## config.mk

```make
export PLATFORM = sky130hd
export DESIGN_NAME = brfold_unit
export DESIGN_NICKNAME = d
export VERILOG_FILES = /design/src/rtl/brfold_pkg.sv /design/src/rtl/brfold_scan.sv /design/src/rtl/brfold_resolve.sv /design/src/rtl/brfold_btc.sv /design/src/rtl/brfold_unit.sv
export SDC_FILE = /design/constraint.sdc
export NUM_CORES = 2
export LEC_CHECK = 0
export BUFFER_PORTS_ARGS = -buffer_cell sky130_fd_sc_hd__buf_2
export CAP_MARGIN = 20
export CORE_MARGIN = 1.5
export CORE_UTILIZATION = 55
export DETAILED_ROUTE_END_ITERATION = 8
export PLACE_DENSITY_LB_ADDON = 0.08
export SETUP_SLACK_MARGIN = 0.05
export SYNTH_ARGS = -nofsm -noshare
export SYNTH_HDL_FRONTEND = slang
export SYNTH_HIERARCHICAL = 1
export SYNTH_SLANG_ARGS = --single-unit
```

## constraint.sdc

```tcl
create_clock -name clk -period 38.2 [get_ports clk]
set_input_delay 7.64 -clock clk [delete_from_list [all_inputs] [get_ports clk]]
set_output_delay 7.64 -clock clk [all_outputs]
set_load 0.01 [all_outputs]
```

## src/rtl/brfold_pkg.sv

```systemverilog
package brfold_pkg;

    typedef enum logic [1:0] {
        BUB_NONE = 2'd0,
        BUB_ONE  = 2'd1,
        BUB_TWO  = 2'd2
    } bubble_e;

    // Per-slot flags; bit order matters for the concatenation in the top.
    typedef struct packed {
        logic valid;
        logic is_br;
        logic indir;
        logic wr_lr;
        logic wr_ctr;
        logic done;
    } qent_t;

    typedef struct packed {
        logic fold;
        logic disp;
        logic redir;
        logic lookup;
    } act_t;

    function automatic logic eligible(qent_t e);
        return e.valid && e.is_br && !e.done;
    endfunction

    function automatic logic foldable(qent_t e);
        return !(e.wr_lr || e.wr_ctr);
    endfunction

    function automatic bubble_e bubble_len(logic taken, logic indir, logic hit);
        if (!taken)
            return BUB_NONE;
        else if (!indir && hit)
            return BUB_ONE;
        else
            return BUB_TWO;
    endfunction

endpackage

```

## src/rtl/brfold_scan.sv

```systemverilog
module brfold_scan
    import brfold_pkg::*;
#(
    parameter int SCAN_W = 8,
    localparam int IDX_W = $clog2(SCAN_W)
) (
    input  logic                  clk,
    input  logic                  rst,
    input  qent_t [SCAN_W-1:0]    ents,
    output logic                  found,
    output logic [IDX_W-1:0]      idx
);

    logic [SCAN_W-1:0] elig;

    for (genvar g = 0; g < SCAN_W; g++) begin : g_elig
        assign elig[g] = eligible(ents[g]);
    end

    always_comb begin
        found = |elig;
        idx   = '0;
        for (int i = SCAN_W - 1; i >= 0; i--) begin
            if (elig[i]) idx = IDX_W'(i);
        end
    end


    pick_elig_chk: assert property (@(posedge clk) disable iff (rst)
        found |-> (ents[idx].valid && ents[idx].is_br && !ents[idx].done));


    pick_oldest_chk: assert property (@(posedge clk) disable iff (rst)
        (found && idx != '0) |-> !(ents[0].valid && ents[0].is_br && !ents[0].done));

endmodule

```

## src/rtl/brfold_resolve.sv

```systemverilog
module brfold_resolve
    import brfold_pkg::*;
(
    input  logic    found,
    input  qent_t   ent,
    input  logic    taken,
    input  logic    hit,
    output act_t    act,
    output bubble_e bub
);

    always_comb begin
        act.redir  = found && taken;
        act.lookup = found && taken && !ent.indir;
        act.fold   = found && taken && foldable(ent);
        act.disp   = found && !(taken && foldable(ent));
    end

    always_comb begin
        bub = found ? bubble_len(taken, ent.indir, hit) : BUB_NONE;
    end

endmodule

```

## src/rtl/brfold_btc.sv

```systemverilog
module brfold_btc #(
    parameter int ADDR_W     = 32,
    parameter int INSN_W     = 32,
    parameter int DEPTH      = 16,
    parameter int LINE_INSNS = 4,
    localparam int IDX_W     = $clog2(DEPTH),
    localparam int TAG_W     = ADDR_W - IDX_W - 2,
    localparam int LINE_W    = LINE_INSNS * INSN_W
) (
    input  logic              clk,
    input  logic              rst,
    input  logic              lk_en,
    input  logic [ADDR_W-1:0] lk_addr,
    input  logic              fill_en,
    input  logic [ADDR_W-1:0] fill_addr,
    input  logic [LINE_W-1:0] fill_line,
    output logic              hit,
    output logic              out_valid,
    output logic [LINE_W-1:0] out_line
);

    logic [DEPTH-1:0]  vld;
    logic [TAG_W-1:0]  tags  [DEPTH];
    logic [LINE_W-1:0] lines [DEPTH];

    logic [IDX_W-1:0] lk_idx, fi_idx;
    logic [TAG_W-1:0] lk_tag, fi_tag;
    logic             unused_lo;

    assign lk_idx    = lk_addr[IDX_W+1:2];
    assign lk_tag    = lk_addr[ADDR_W-1:IDX_W+2];
    assign fi_idx    = fill_addr[IDX_W+1:2];
    assign fi_tag    = fill_addr[ADDR_W-1:IDX_W+2];
    assign unused_lo = ^{lk_addr[1:0], fill_addr[1:0]};

    assign hit = lk_en && vld[lk_idx] && (tags[lk_idx] == lk_tag);

    always_ff @(posedge clk) begin
        if (rst) begin
            vld       <= '0;
            out_valid <= 1'b0;
            out_line  <= '0;
        end else begin
            out_valid <= hit;
            if (hit) out_line <= lines[lk_idx];
            if (fill_en) vld[fi_idx] <= 1'b1;
        end
    end

    always_ff @(posedge clk) begin
        if (!rst && fill_en) begin
            tags[fi_idx]  <= fi_tag;
            lines[fi_idx] <= fill_line;
        end
    end


    out_after_probe_chk: assert property (@(posedge clk) disable iff (rst)
        out_valid |-> $past(lk_en));


    fill_then_hit_chk: assert property (@(posedge clk) disable iff (rst)
        (lk_en && !$past(rst) && $past(fill_en) && $past(fill_addr[ADDR_W-1:2]) == lk_addr[ADDR_W-1:2]) |-> hit);

endmodule

```

## src/rtl/brfold_unit.sv

```systemverilog
module brfold_unit
    import brfold_pkg::*;
#(
    parameter int SCAN_W     = 8,
    parameter int ADDR_W     = 32,
    parameter int INSN_W     = 32,
    parameter int LINE_INSNS = 4,
    parameter int BTC_DEPTH  = 16,
    localparam int IDX_W     = $clog2(SCAN_W),
    localparam int LINE_W    = LINE_INSNS * INSN_W,
    localparam int ADV_BYTES = LINE_INSNS * INSN_W / 8
) (
    input  logic                     clk,
    input  logic                     rst,
    input  logic [SCAN_W-1:0]        q_valid,
    input  logic [SCAN_W-1:0]        q_is_br,
    input  logic [SCAN_W-1:0]        q_indir,
    input  logic [SCAN_W-1:0]        q_wr_lr,
    input  logic [SCAN_W-1:0]        q_wr_ctr,
    input  logic [SCAN_W-1:0]        q_done,
    input  logic [SCAN_W*ADDR_W-1:0] q_addr,
    input  logic                     rs_taken,
    input  logic [ADDR_W-1:0]        rs_target,
    input  logic                     fill_en,
    input  logic [ADDR_W-1:0]        fill_addr,
    input  logic [LINE_W-1:0]        fill_insns,
    output logic                     br_sel,
    output logic [IDX_W-1:0]         br_idx,
    output logic                     fold_rm,
    output logic                     disp_need,
    output logic                     redir_en,
    output logic [ADDR_W-1:0]        redir_addr,
    output logic [1:0]               bubble_cyc,
    output logic                     tc_valid,
    output logic [LINE_W-1:0]        tc_insns
);

    qent_t [SCAN_W-1:0] ents;
    qent_t              sel_ent;
    logic [ADDR_W-1:0]  sel_addr;
    act_t               act;
    bubble_e            bub;
    logic               hit;

    for (genvar g = 0; g < SCAN_W; g++) begin : g_ent
        assign ents[g] = {q_valid[g], q_is_br[g], q_indir[g],
                          q_wr_lr[g], q_wr_ctr[g], q_done[g]};
    end

    brfold_scan #(.SCAN_W(SCAN_W)) u_scan (
        .clk   (clk),
        .rst   (rst),
        .ents  (ents),
        .found (br_sel),
        .idx   (br_idx)
    );

    assign sel_ent  = ents[br_idx];
    assign sel_addr = q_addr[br_idx*ADDR_W +: ADDR_W];

    brfold_resolve u_res (
        .found (br_sel),
        .ent   (sel_ent),
        .taken (rs_taken),
        .hit   (hit),
        .act   (act),
        .bub   (bub)
    );

    brfold_btc #(
        .ADDR_W     (ADDR_W),
        .INSN_W     (INSN_W),
        .DEPTH      (BTC_DEPTH),
        .LINE_INSNS (LINE_INSNS)
    ) u_btc (
        .clk       (clk),
        .rst       (rst),
        .lk_en     (act.lookup),
        .lk_addr   (sel_addr),
        .fill_en   (fill_en),
        .fill_addr (fill_addr),
        .fill_line (fill_insns),
        .hit       (hit),
        .out_valid (tc_valid),
        .out_line  (tc_insns)
    );

    assign fold_rm    = act.fold;
    assign disp_need  = act.disp;
    assign redir_en   = act.redir;
    assign bubble_cyc = bub;
    assign redir_addr = hit ? rs_target + ADDR_W'(ADV_BYTES) : rs_target;


    short_bubble_feeds_chk: assert property (@(posedge clk) disable iff (rst)
        (bubble_cyc == BUB_ONE) |=> tc_valid);


    tc_direct_only_chk: assert property (@(posedge clk) disable iff (rst)
        tc_valid |-> $past(br_sel && rs_taken && !q_indir[br_idx]));


    long_bubble_redir_chk: assert property (@(posedge clk) disable iff (rst)
        (bubble_cyc == BUB_TWO) |-> (redir_en && redir_addr == rs_target));


    fold_excl_chk: assert property (@(posedge clk) disable iff (rst)
        fold_rm |-> (redir_en && !q_wr_lr[br_idx] && !q_wr_ctr[br_idx]));

endmodule

```

==> flow_summary.json <==
{
  "outcome": "finished clean",
  "finalPower_uw": 6570,
  "cp-start-kind": "input port",
  "drive_gt1_frac": 0.343,
  "required_ns": 30.56,
  "wl_per_cell_microns": 33.3,
  "synth.net_count": 5153,
  "vias": 51700,
  "cts-hold-fix-buffers": 0,
  "fin_crit_ns": 23.60,
  "cts_buffer_depth": 4,
  "min_path_type": "reg -> reg",
  "critical_path_class": "in -> out",
  "first_pass_iters": 7,
  "hold_viol": 0,
  "relSlewSlack": 0.218,
  "fin_crit_sh": 0.618,
  "fin_cells": 8072,
  "final_nets": 5887,
  "skew_ns": 0.0351,
  "drc_errors": 0,
  "syn_area_sq_um": 102000,
  "dieArea_sq_um": 188000,
  "grt_pass1_wl_mm": 379,
  "grt_use_total": 0.288,
  "numPortBuffers": 643,
  "antenna_found_initial": 83,
  "cap_violations": 0,
  "syn_avg_cell_area_sq_um": 21.9,
  "drt_iter0_markers": 5149,
  "clkTransAtPathRegs_ns": 0.06,
  "drv_slew": 0,
  "ctsRootBufferMaster": "clkbuf_16",
  "cts_tree": "built",
  "grt_pass1_vias": 52200,
  "rows": 157,
  "clock.fmax_mhz": 42.4,
  "numCtsBuffers": 280,
  "ir_drop_mv": 0.0431,
  "place_congestion": 0.854,
  "core_area_sq_um": 183000,
  "cts_resized": 0,
  "leakage_uw": 0.0378,
  "rrSetupSlack_ns": 33.33,
  "synth_warnings": 6,
  "dieHeight_microns": 433,
  "critPathCaptureType": "primary output",
  "worst_pin_slew_ns": 1.17,
  "power_density_nw_per_um2": 56.5,
  "ctsHtreeMaxLevel": 5,
  "num_io_pins": 670,
  "setup_violations": 0,
  "detail_route.vias_per_cell": 6.40,
  "totalNegativeSetupSlack_ns": 0,
  "grt_max_degree": 140,
  "grt_overflow": 0,
  "worstPathMaxFanout": 65,
  "area_delta_synth_final_pct": 14.1,
  "start_util": 0.555,
  "worstPathArrival_ns": 15.96,
  "ant_nets": 0,
  "placedCellCount": 7568,
  "post_cts_buffers": 0,
  "drt-total-wl_mm": 269,
  "dp_hpwl_mm": 145,
  "place_area_sq_um": 108000,
  "fin_area_sq_um": 116000,
  "numClockSinks": 2609,
  "clock_latency_ns": 0.92,
  "die_x_microns": 433,
  "synthCells": 4652,
  "grt_setup_unrepaired": "no"
}
==> through the flow <==
step                utilization  hold slack [ns]  setup WS [ns]
floorplan                     -            0.421          17.12
global placement          0.587            0.428          14.69
detailed placement        0.587            0.436          14.63
CTS                       0.633            0.450          14.63
global route              0.633            0.474          14.14
finish                    0.634            0.446          14.60
==> sequential cells by signal, summed over array words and instances, names as in the netlist <==
register         count
u_btc/vld           16
u_btc/out_valid      1
u_btc/tags         416
u_btc/out_line     128
u_btc/lines       2048
==> metal layers <==
metal / routed length (microns) / track usage / vias to the layer above
met5: 243 / 0 / -
met4: 10500 / 0.115 / 34
met3: 18900 / 0.0504 / 488
met2: 134000 / 0.472 / 2239
met1: 105000 / 0.387 / 27800
li1: - / - / 21100
==> critical path, cell delays in order <==
cell and delay [ns]:
buf_2 0.09, nand3b_1 0.25, o211ai_1 0.21, a31oi_4 0.21, buf_4 0.32, buf_4 0.54
mux4_2 0.33, mux2_8 0.59, buf_4 0.96, buf_4 0.77, nand2b_1 0.48, a31oi_1 0.08
a2111oi_0 0.81, and4_1 0.38, nand2_1 0.11, nor3_2 0.26, buf_4 0.28, nand3_1 0.27
nor4_4 0.55, nand4_1 0.17, xnor2_1 0.23, buf_2 0.17
==> report_power, final <==
group / leakage, uW / switching, uW / internal, uW
Sequential: 0.0234 / 6.71 / 3160
Clock: 0.00417 / 1040 / 1520
Combinational: 0.0103 / 442 / 405
==> layout make-up <==
cell class | instances | area [sq um]
Sequential cell | 2609 | 76900
Fill cell | 12600 | 67200
Multi-Input combinational cell | 1740 | 23500
Clock buffer | 393 | 7770
Timing Repair Buffer | 744 | 4100
Tap cell | 2464 | 3080
Clock inverter | 83 | 776
Antenna cell | 28 | 70.1
Inverter | 11 | 42.5
==> layout by cell type (no fill, tap or decap), drive strengths merged, types with 22 or more instances in the layout <==
cell	n
nand3	153
mux2i	109
diode	28
a21oi	159
clkbuf	393
clkinv	66
nor2b	26
xnor2	36
mux2	36
xor2	22
nand2	64
buf	744
a211oi	47
dfxtp	145
a31oi	23
and2	27
o21ai	128
edfxtp	2464
mux4	750
nor2	30
==> final timing paths <==
check	cells after the start	end	start
max	22	redir_addr[26]	q_valid[4]
min	1	u_btc/vld[2]	u_btc/vld[2]
max reg2reg	9	u_btc/out_line[117]	u_btc/tags[9][21]
min reg2reg	1	u_btc/vld[2]	u_btc/vld[2]
Note: power is estimated with default switching activity, not from simulation.
